==> src/rtl/bws_pkg.sv <==
package bws_pkg;

    localparam logic LVL_DOM = 1'b0;
    localparam logic LVL_REC = 1'b1;

    typedef enum logic [1:0] {
        PAT_IDLE     = 2'd0,
        PAT_SEEN_DOM = 2'd1,
        PAT_SEEN_REC = 2'd2
    } pat_state_e;

    typedef struct packed {
        logic pulse;
        logic level;
    } phase_evt_t;

    function automatic logic is_qual(input phase_evt_t e, input logic lvl);
        return e.pulse && (e.level == lvl);
    endfunction

endpackage

==> src/rtl/bws_phase_filter.sv <==
module bws_phase_filter
    import bws_pkg::*;
#(
    parameter int unsigned FILT_CYC = 100
) (
    input  logic       clk,
    input  logic       rst,
    input  logic       bus_rx,
    output logic       edge_o,
    output phase_evt_t evt_o
);
    localparam int CW = $clog2(FILT_CYC + 1);
    localparam logic [CW-1:0] FLIM = CW'(FILT_CYC);

    logic          rx_s;
    logic [CW-1:0] run_cnt;
    logic [CW-1:0] run_nxt;

    assign edge_o = (bus_rx != rx_s);

    always_comb begin
        if (edge_o)
            run_nxt = CW'(1);
        else if (run_cnt != FLIM)
            run_nxt = run_cnt + CW'(1);
        else
            run_nxt = run_cnt;
    end

    always_ff @(posedge clk) begin
        if (rst) begin
            rx_s    <= LVL_REC;
            run_cnt <= '0;
            evt_o   <= '{pulse: 1'b0, level: LVL_REC};
        end else begin
            rx_s        <= bus_rx;
            run_cnt     <= run_nxt;
            evt_o.pulse <= (run_nxt == FLIM) && (edge_o || (run_cnt != FLIM));
            evt_o.level <= bus_rx;
        end
    end

    AST_SINGLE_QUAL: assert property (@(posedge clk) disable iff (rst)
        (evt_o.pulse && (FILT_CYC > 1)) |=> !evt_o.pulse);

endmodule

==> src/rtl/bws_timer.sv <==
module bws_timer #(
    parameter longint unsigned LIMIT = 1000
) (
    input  logic clk,
    input  logic rst,
    input  logic restart,
    input  logic run,
    output logic expired
);
    localparam int CW = $clog2(LIMIT + 1);
    localparam logic [CW-1:0] LIM = CW'(LIMIT);

    logic [CW-1:0] cnt;

    always_ff @(posedge clk) begin
        if (rst || restart)
            cnt <= '0;
        else if (run && (cnt != LIM))
            cnt <= cnt + CW'(1);
    end

    assign expired = (cnt == LIM);

    AST_RESTART_ZERO: assert property (@(posedge clk) disable iff (rst)
        restart |=> !expired);

endmodule

==> src/rtl/bws_pattern_det.sv <==
module bws_pattern_det
    import bws_pkg::*;
#(
    parameter longint unsigned WAKE_CYC = 150000
) (
    input  logic       clk,
    input  logic       rst,
    input  phase_evt_t evt,
    output logic       wake_evt_o
);
    localparam int CW = $clog2(WAKE_CYC + 1);
    localparam logic [CW-1:0] LAST = CW'(WAKE_CYC - 1);

    pat_state_e    state, state_nxt;
    logic [CW-1:0] dl_cnt, dl_nxt;
    logic          expire;

    assign expire = (state != PAT_IDLE) && (dl_cnt == LAST);

    always_comb begin
        state_nxt  = state;
        dl_nxt     = dl_cnt + CW'(1);
        wake_evt_o = 1'b0;
        unique case (state)
            PAT_IDLE: begin
                dl_nxt = '0;
                if (is_qual(evt, LVL_DOM))
                    state_nxt = PAT_SEEN_DOM;
            end
            PAT_SEEN_DOM: begin
                if (expire)
                    state_nxt = PAT_IDLE;
                else if (is_qual(evt, LVL_REC))
                    state_nxt = PAT_SEEN_REC;
            end
            PAT_SEEN_REC: begin
                if (is_qual(evt, LVL_DOM)) begin
                    wake_evt_o = 1'b1;
                    state_nxt  = PAT_IDLE;
                end else if (expire) begin
                    state_nxt = PAT_IDLE;
                end
            end
            default: state_nxt = PAT_IDLE;
        endcase
    end

    always_ff @(posedge clk) begin
        if (rst) begin
            state  <= PAT_IDLE;
            dl_cnt <= '0;
        end else begin
            state  <= state_nxt;
            dl_cnt <= dl_nxt;
        end
    end

    AST_DEADLINE_DROP: assert property (@(posedge clk) disable iff (rst)
        (expire && !wake_evt_o) |=> (state == PAT_IDLE));
    AST_WAKE_NEEDS_REC: assert property (@(posedge clk) disable iff (rst)
        (state == PAT_IDLE) |-> !wake_evt_o);

endmodule

==> src/rtl/bus_wake_supervisor.sv <==
module bus_wake_supervisor
    import bws_pkg::*;
#(
    parameter int unsigned     FILT_CYC  = 100,
    parameter longint unsigned WAKE_CYC  = 150000,
    parameter longint unsigned SIL_CYC   = 100000000,
    parameter longint unsigned INACT_CYC = 64'd24000000000
) (
    input  logic clk,
    input  logic rst,
    input  logic bus_rx,
    input  logic wake_clear,
    input  logic normal_req,
    output logic wake_flag,
    output logic bus_silent,
    output logic sleep_req
);
    logic       bus_edge;
    phase_evt_t phase_evt;
    logic       wake_evt;
    logic       ina_run;
    logic       ina_expired;
    logic       ina_restart;

    bws_phase_filter #(.FILT_CYC(FILT_CYC)) u_filter (
        .clk    (clk),
        .rst    (rst),
        .bus_rx (bus_rx),
        .edge_o (bus_edge),
        .evt_o  (phase_evt)
    );

    bws_pattern_det #(.WAKE_CYC(WAKE_CYC)) u_pattern (
        .clk        (clk),
        .rst        (rst),
        .evt        (phase_evt),
        .wake_evt_o (wake_evt)
    );

    bws_timer #(.LIMIT(SIL_CYC)) u_silence (
        .clk     (clk),
        .rst     (rst),
        .restart (bus_edge),
        .run     (1'b1),
        .expired (bus_silent)
    );

    assign ina_restart = normal_req | wake_evt | wake_clear;

    bws_timer #(.LIMIT(INACT_CYC)) u_inact (
        .clk     (clk),
        .rst     (rst),
        .restart (ina_restart),
        .run     (ina_run),
        .expired (ina_expired)
    );

    always_ff @(posedge clk) begin
        if (rst) begin
            wake_flag <= 1'b0;
            ina_run   <= 1'b1;
            sleep_req <= 1'b0;
        end else begin
            if (wake_evt)
                wake_flag <= 1'b1;
            else if (wake_clear)
                wake_flag <= 1'b0;

            if (normal_req) begin
                ina_run   <= 1'b0;
                sleep_req <= 1'b0;
            end else if (wake_evt) begin
                ina_run   <= 1'b1;
                sleep_req <= 1'b0;
            end else if (wake_clear) begin
                ina_run   <= 1'b0;
            end else if (ina_run && ina_expired) begin
                ina_run   <= 1'b0;
                sleep_req <= 1'b1;
            end
        end
    end

    AST_FLAG_HOLD: assert property (@(posedge clk) disable iff (rst)
        (wake_flag && !wake_clear) |=> wake_flag);
    AST_FLAG_DROP: assert property (@(posedge clk) disable iff (rst)
        (wake_clear && !wake_evt) |=> !wake_flag);
    AST_NORMAL_BLOCKS_SLEEP: assert property (@(posedge clk) disable iff (rst)
        normal_req |=> !sleep_req);
    AST_SLEEP_CAUSE: assert property (@(posedge clk) disable iff (rst)
        $rose(sleep_req) |-> (!$past(normal_req) && !$past(wake_clear)));

endmodule

==> config.mk <==
export PLATFORM = sky130hd
export DESIGN_NAME = bus_wake_supervisor
export DESIGN_NICKNAME = d
export VERILOG_FILES = /design/src/rtl/bws_pkg.sv /design/src/rtl/bws_phase_filter.sv /design/src/rtl/bws_timer.sv /design/src/rtl/bws_pattern_det.sv /design/src/rtl/bus_wake_supervisor.sv
export SDC_FILE = /design/constraint.sdc
export NUM_CORES = 1
export LEC_CHECK = 0
export ABC_AREA = 0
export BUFFER_PORTS_ARGS = -buffer_cell sky130_fd_sc_hd__buf_2
export CAP_MARGIN = 20
export CORE_ASPECT_RATIO = 1.75
export CORE_MARGIN = 1
export CORE_UTILIZATION = 60
export CTS_BUF_LIST = sky130_fd_sc_hd__clkbuf_8
export DETAILED_ROUTE_END_ITERATION = 10
export MAX_ROUTING_LAYER = met4
export PLACE_DENSITY = 0.77
export SLEW_MARGIN = 30
export SYNTH_ARGS = -nofsm -noshare
export SYNTH_HDL_FRONTEND = slang
export SYNTH_SLANG_ARGS = --single-unit
==> constraint.sdc <==
create_clock -name clk -period 1.95 [get_ports clk]
set_input_delay 0.585 -clock clk [delete_from_list [all_inputs] [get_ports clk]]
set_output_delay 0.585 -clock clk [all_outputs]
set_load 0.02 [all_outputs]
==> results.md <==
- The flow ran to the end, but the final reports show violations.
- The final reports fail on negative setup slack.
- Relative to the synthesized area, the layout overhead comes to 12.0%.
- The number of antenna violations at the first check in global routing is 0.
- The count of nets left with antenna violations once routing finished came out at 0.
- The via total after detailed routing is 3712.
- The capturing point of the worst reg2reg path is u_silence.cnt[23].
- By area the synthesized netlist is led by sky130_fd_sc_hd__dfxtp_1, sky130_fd_sc_hd__xnor2_1, sky130_fd_sc_hd__nor2_1, sky130_fd_sc_hd__xor2_1, sky130_fd_sc_hd__nand3_1.
- The final layout net count is 551.
- The flip-flop and latch count after synthesis is 94.
- STA classifies the critical path endpoint as a primary output.
- For this design, the slowest cell found on the critical path is sky130_fd_sc_hd__dfxtp_2.
- The path with the worst hold slack has its endpoint at u_filter.evt_o[0].
- The clock net sink count is 94.
- The TritonCTS clock tree is yes.
- The critical path arrival is 1.65 ns.
- The routed wire length is 9400 microns.
- The count of max-cap constraint violations is 0.
- In the final routed layout, each cell accounts on average for 14.9 microns.
- For this run, asynchronously set or reset flops after synthesis account for 0%.
- The ratio of total power to cell area is 705 mW/mm^2.
- The area of combinational cells with multiple inputs is 0.00248 sq mm.
- The library cell used most frequently in the layout, excluding fill and tap cells, is sky130_fd_sc_hd__dfxtp_1.
- In this run the deepest clock path goes through 2 buffers.
- The congestion estimate from routability-driven global placement came to 0.863.
- The worst path buffer plus inverter count is 2.
- The area share of the leading cell type in the synthesized netlist is 41.7%.
- The filler cell count in the final layout is 567.
- The count of cell types in the netlist is 53.
- The largest total area in the synthesized netlist belongs to sky130_fd_sc_hd__dfxtp_1.
- The floorplan step set the die height to 117 microns.
- The final count of hold timing violations is 0.
- The die is 67.5 microns wide.
- Cells with a size suffix above 1 make up 14.5% of the layout.
- The library cells used most frequently in the layout, excluding fill and tap cells, are sky130_fd_sc_hd__dfxtp_1, sky130_fd_sc_hd__nor2_1, sky130_fd_sc_hd__xnor2_1.
- The class of the worst hold path is input pin to flop.
- The number of stages on the worst hold path is 2.
- The worst slew margin relative to its limit is 66.6%.
- The time the final worst path needs with I/O delays and setup is 2.24 ns.
- The start of the worst register-to-register path is u_silence.cnt[2].
- Global routing used 26.1% of the available tracks across all layers.
- 0 antenna diodes ended up in the layout.
- The iteration count of the initial detailed-routing pass is 4.
- The count of hold buffers inserted by post-cts repair is 0.
- The maximum number of pins on one net before global-route repair is 33.
- The number of synthesis warnings is 0.
- The analysis attributes to cell leakage a power of 1.68 nW.
- The highest metal layer carrying signal wires in the routed design is met4.
- The kind of cell adding the most delay to the critical path is simple AND/OR/NAND/NOR gates.
- The setup clock skew after layout is 0.00912 ns.
- The setup check on the worst reg-to-reg path leaves a slack of 0.11 ns.
- The startpoint class of the critical path is a flop.
- After technology mapping, the gate count stands at 517.
- The critical path's largest stage delay is 0.34 ns.
- The number of global-route vias before repair was 3565.
- Summed over all nets, the half-perimeter wirelength after detailed placement is 6620 microns.
- The floorplan row count is 41.
- The CTS clock-pin slew for the worst setup and hold paths is 0.09 ns.
- The netlist area before placement is 0.00451 sq mm.
- The mean area per synthesized cell is 8.72 sq um.
- The CTS H-tree depth is 3.
- For this run, the top clock speed supported by timing is 0.447 GHz.
- The total global routing overflow is 0.
- The tree is rooted in a sky130_fd_sc_hd__clkbuf_8.
- After detailed routing, the wire length on met1 is 3530 microns.
- The worst setup slack after placement is 0.0761 ns.
- The total design power is 3.56 mW.
- In this run the worst path has a maximum fanout of 3.
- After synthesis, flip-flops and latches occupy 41.7% of the total area.
- In the finished design, the share of the clock period the worst path needs comes to 115%.
- The launch instance of the worst min-delay path is bus_rx.
- The number of cells on the worst reg-to-reg path is 5.
- The first-pass GRT wire length is 15000 microns.
- The class of the most critical setup path is flop to primary output.
- The initial core utilization is 62.4%.
- After detailed routing, the met3 layer carries 235 microns of wire.
- The critical path goes through inv_2 > ha_4 > nor4b_4 > nand4_1 > nor3_4 > buf_6.
- The violation count after the first detailed-routing iteration is 239.
- The pin slew with the least headroom to its limit is 0.497 ns.
- The wire length on met2 is 5370 microns.
- For this design the top-level I/O count stands at 8.
- The number of buffers created by CTS is 9.
- The number of nets handed over by synthesis was 529.
- The highest ir drop seen on vdd is 0.000513 V.
- The number of synthesized flops with an enable pin is 0.
- The worst setup margin is -0.288 ns.
- The mean number of vias per cell is 5.89.
- The count of buffers added on input and output ports is 7.
- In the final layout, flip-flops and latches occupy 0.00189 sq mm.
- Setup repair after global routing could not meet its margin everywhere.
- The most used flip-flop cell after synthesis is sky130_fd_sc_hd__dfxtp_1.
- The floorplan step defined a die boundary enclosing 0.00788 sq mm.
- The post-detailed-route DRC marker count is 0.
- The floorplan core area is 0.00723 sq mm.
- The clock insertion delay at the later pin of the skew report is 0.37 ns.
- The number of max-slew violations in the final report is 0.
- The required time of the worst setup path is 1.36 ns.
- The number of failing setup endpoints in the final timing report is 1.
[repair_timing]
action	in CTS	in global routing
resized for setup	6	11
pin swaps	1	2
setup buffers	0	2
endpoints found under the setup margin	1	2
[layout make-up]
class	count	share of cell area, %
Tap cell	86	2.13
Inverter	24	1.78
Clock inverter	7	2.25
Sequential cell	94	37.4
Timing Repair Buffer	31	4.88
Multi-Input combinational cell	379	49.1
Clock buffer	9	2.45
[layer usage]
metal  up-vias  track usage [%]
met5         -                -
met4         0             12.6
met3        19             6.54
met2        56             49.2
met1      1778             22.7
li1       1859                -
[flip-flops by register name, summed over array words and instances (netlist names)]
signal,count
u_silence.cnt,27
u_filter.evt_o,2
u_pattern.dl_cnt,18
wake_flag,1
ina_run,1
sleep_req,1
u_pattern.state,2
u_filter.run_cnt,7
u_inact.cnt,35
[metrics by stage]
step	hold WS [ns]	setup TNS [ns]	utilization, %	std cells	area (sq um)
after floorplan	0.426	0	-	517	4510
after global placement	0.438	0	65.5	612	4730
after detailed placement	0.460	0	65.5	612	4730
after CTS	0.407	-0.241	69.0	628	4990
after global routing	0.417	-0.378	69.8	630	5050
final	0.424	-0.288	69.8	630	5050
[cell usage after synthesis, types with 3 or more instances]
| cell type | instances |
|---|---|
| sky130_fd_sc_hd__and4_1 | 10 |
| sky130_fd_sc_hd__nand4_1 | 20 |
| sky130_fd_sc_hd__o21ai_0 | 22 |
| sky130_fd_sc_hd__nand2_1 | 24 |
| sky130_fd_sc_hd__nand2b_1 | 3 |
| sky130_fd_sc_hd__nand3_1 | 28 |
| sky130_fd_sc_hd__clkbuf_1 | 7 |
| sky130_fd_sc_hd__and3_1 | 6 |
| sky130_fd_sc_hd__inv_1 | 24 |
| sky130_fd_sc_hd__nor4b_1 | 6 |
| sky130_fd_sc_hd__ha_1 | 7 |
| sky130_fd_sc_hd__nand4_2 | 3 |
| sky130_fd_sc_hd__or3_1 | 20 |
| sky130_fd_sc_hd__a21oi_1 | 26 |
| sky130_fd_sc_hd__xor2_1 | 21 |
| sky130_fd_sc_hd__nor2_1 | 72 |
| sky130_fd_sc_hd__nor3_1 | 16 |
| sky130_fd_sc_hd__nor4_1 | 15 |
| sky130_fd_sc_hd__xnor2_1 | 39 |
| sky130_fd_sc_hd__buf_2 | 8 |
| sky130_fd_sc_hd__a31oi_1 | 4 |
| sky130_fd_sc_hd__dfxtp_1 | 94 |
[report_power, final]
part / switching, mW / leakage [nW] / internal [mW]
Combinational: 0.0638 / 0.799 / 0.0485
Sequential: 0.0118 / 0.761 / 1.93
Clock: 0.665 / 0.117 / 0.844
[worst reg2reg max path, delay by kind of cell, from the launching register on]
| family | cells | cell delay, ns |
|---|---|---|
| XOR/XNOR | 1 | 0.17 |
| flip-flops | 1 | 0.47 |
| AND/OR/NAND/NOR | 4 | 1.09 |
[kinds of logic (layout without fill, tap and decap cells)]
| logic type | after synthesis | after routing | synth area share (%) |
|---|---|---|---|
| compound gates | 60 | 60 | 7.66 |
| xor+xnor | 60 | 60 | 11.7 |
| fa+ha+maj | 7 | 7 | 1.94 |
| buf+inv | 44 | 71 | 4.41 |
| flops | 94 | 94 | 41.7 |
| mux | 1 | 1 | 0.222 |
| simple gates | 251 | 251 | 32.4 |
[how the worst max path moves through the flow]
stage / startpoint / end / slack (ns) / depth (start not counted)
2_1_floorplan: u_silence.cnt[0] / bus_silent / 0.13 / 5
4_1_cts: u_silence.cnt[22] / bus_silent / -0.24 / 4
6_report: u_silence.cnt[0] / bus_silent / -0.29 / 6
3_5_place_dp: u_silence.cnt[0] / bus_silent / 0.08 / 6
3_3_place_gp: u_silence.cnt[0] / bus_silent / 0.10 / 6
5_1_grt: u_silence.cnt[0] / bus_silent / -0.38 / 6
Note: power is estimated with default switching activity, not from simulation.
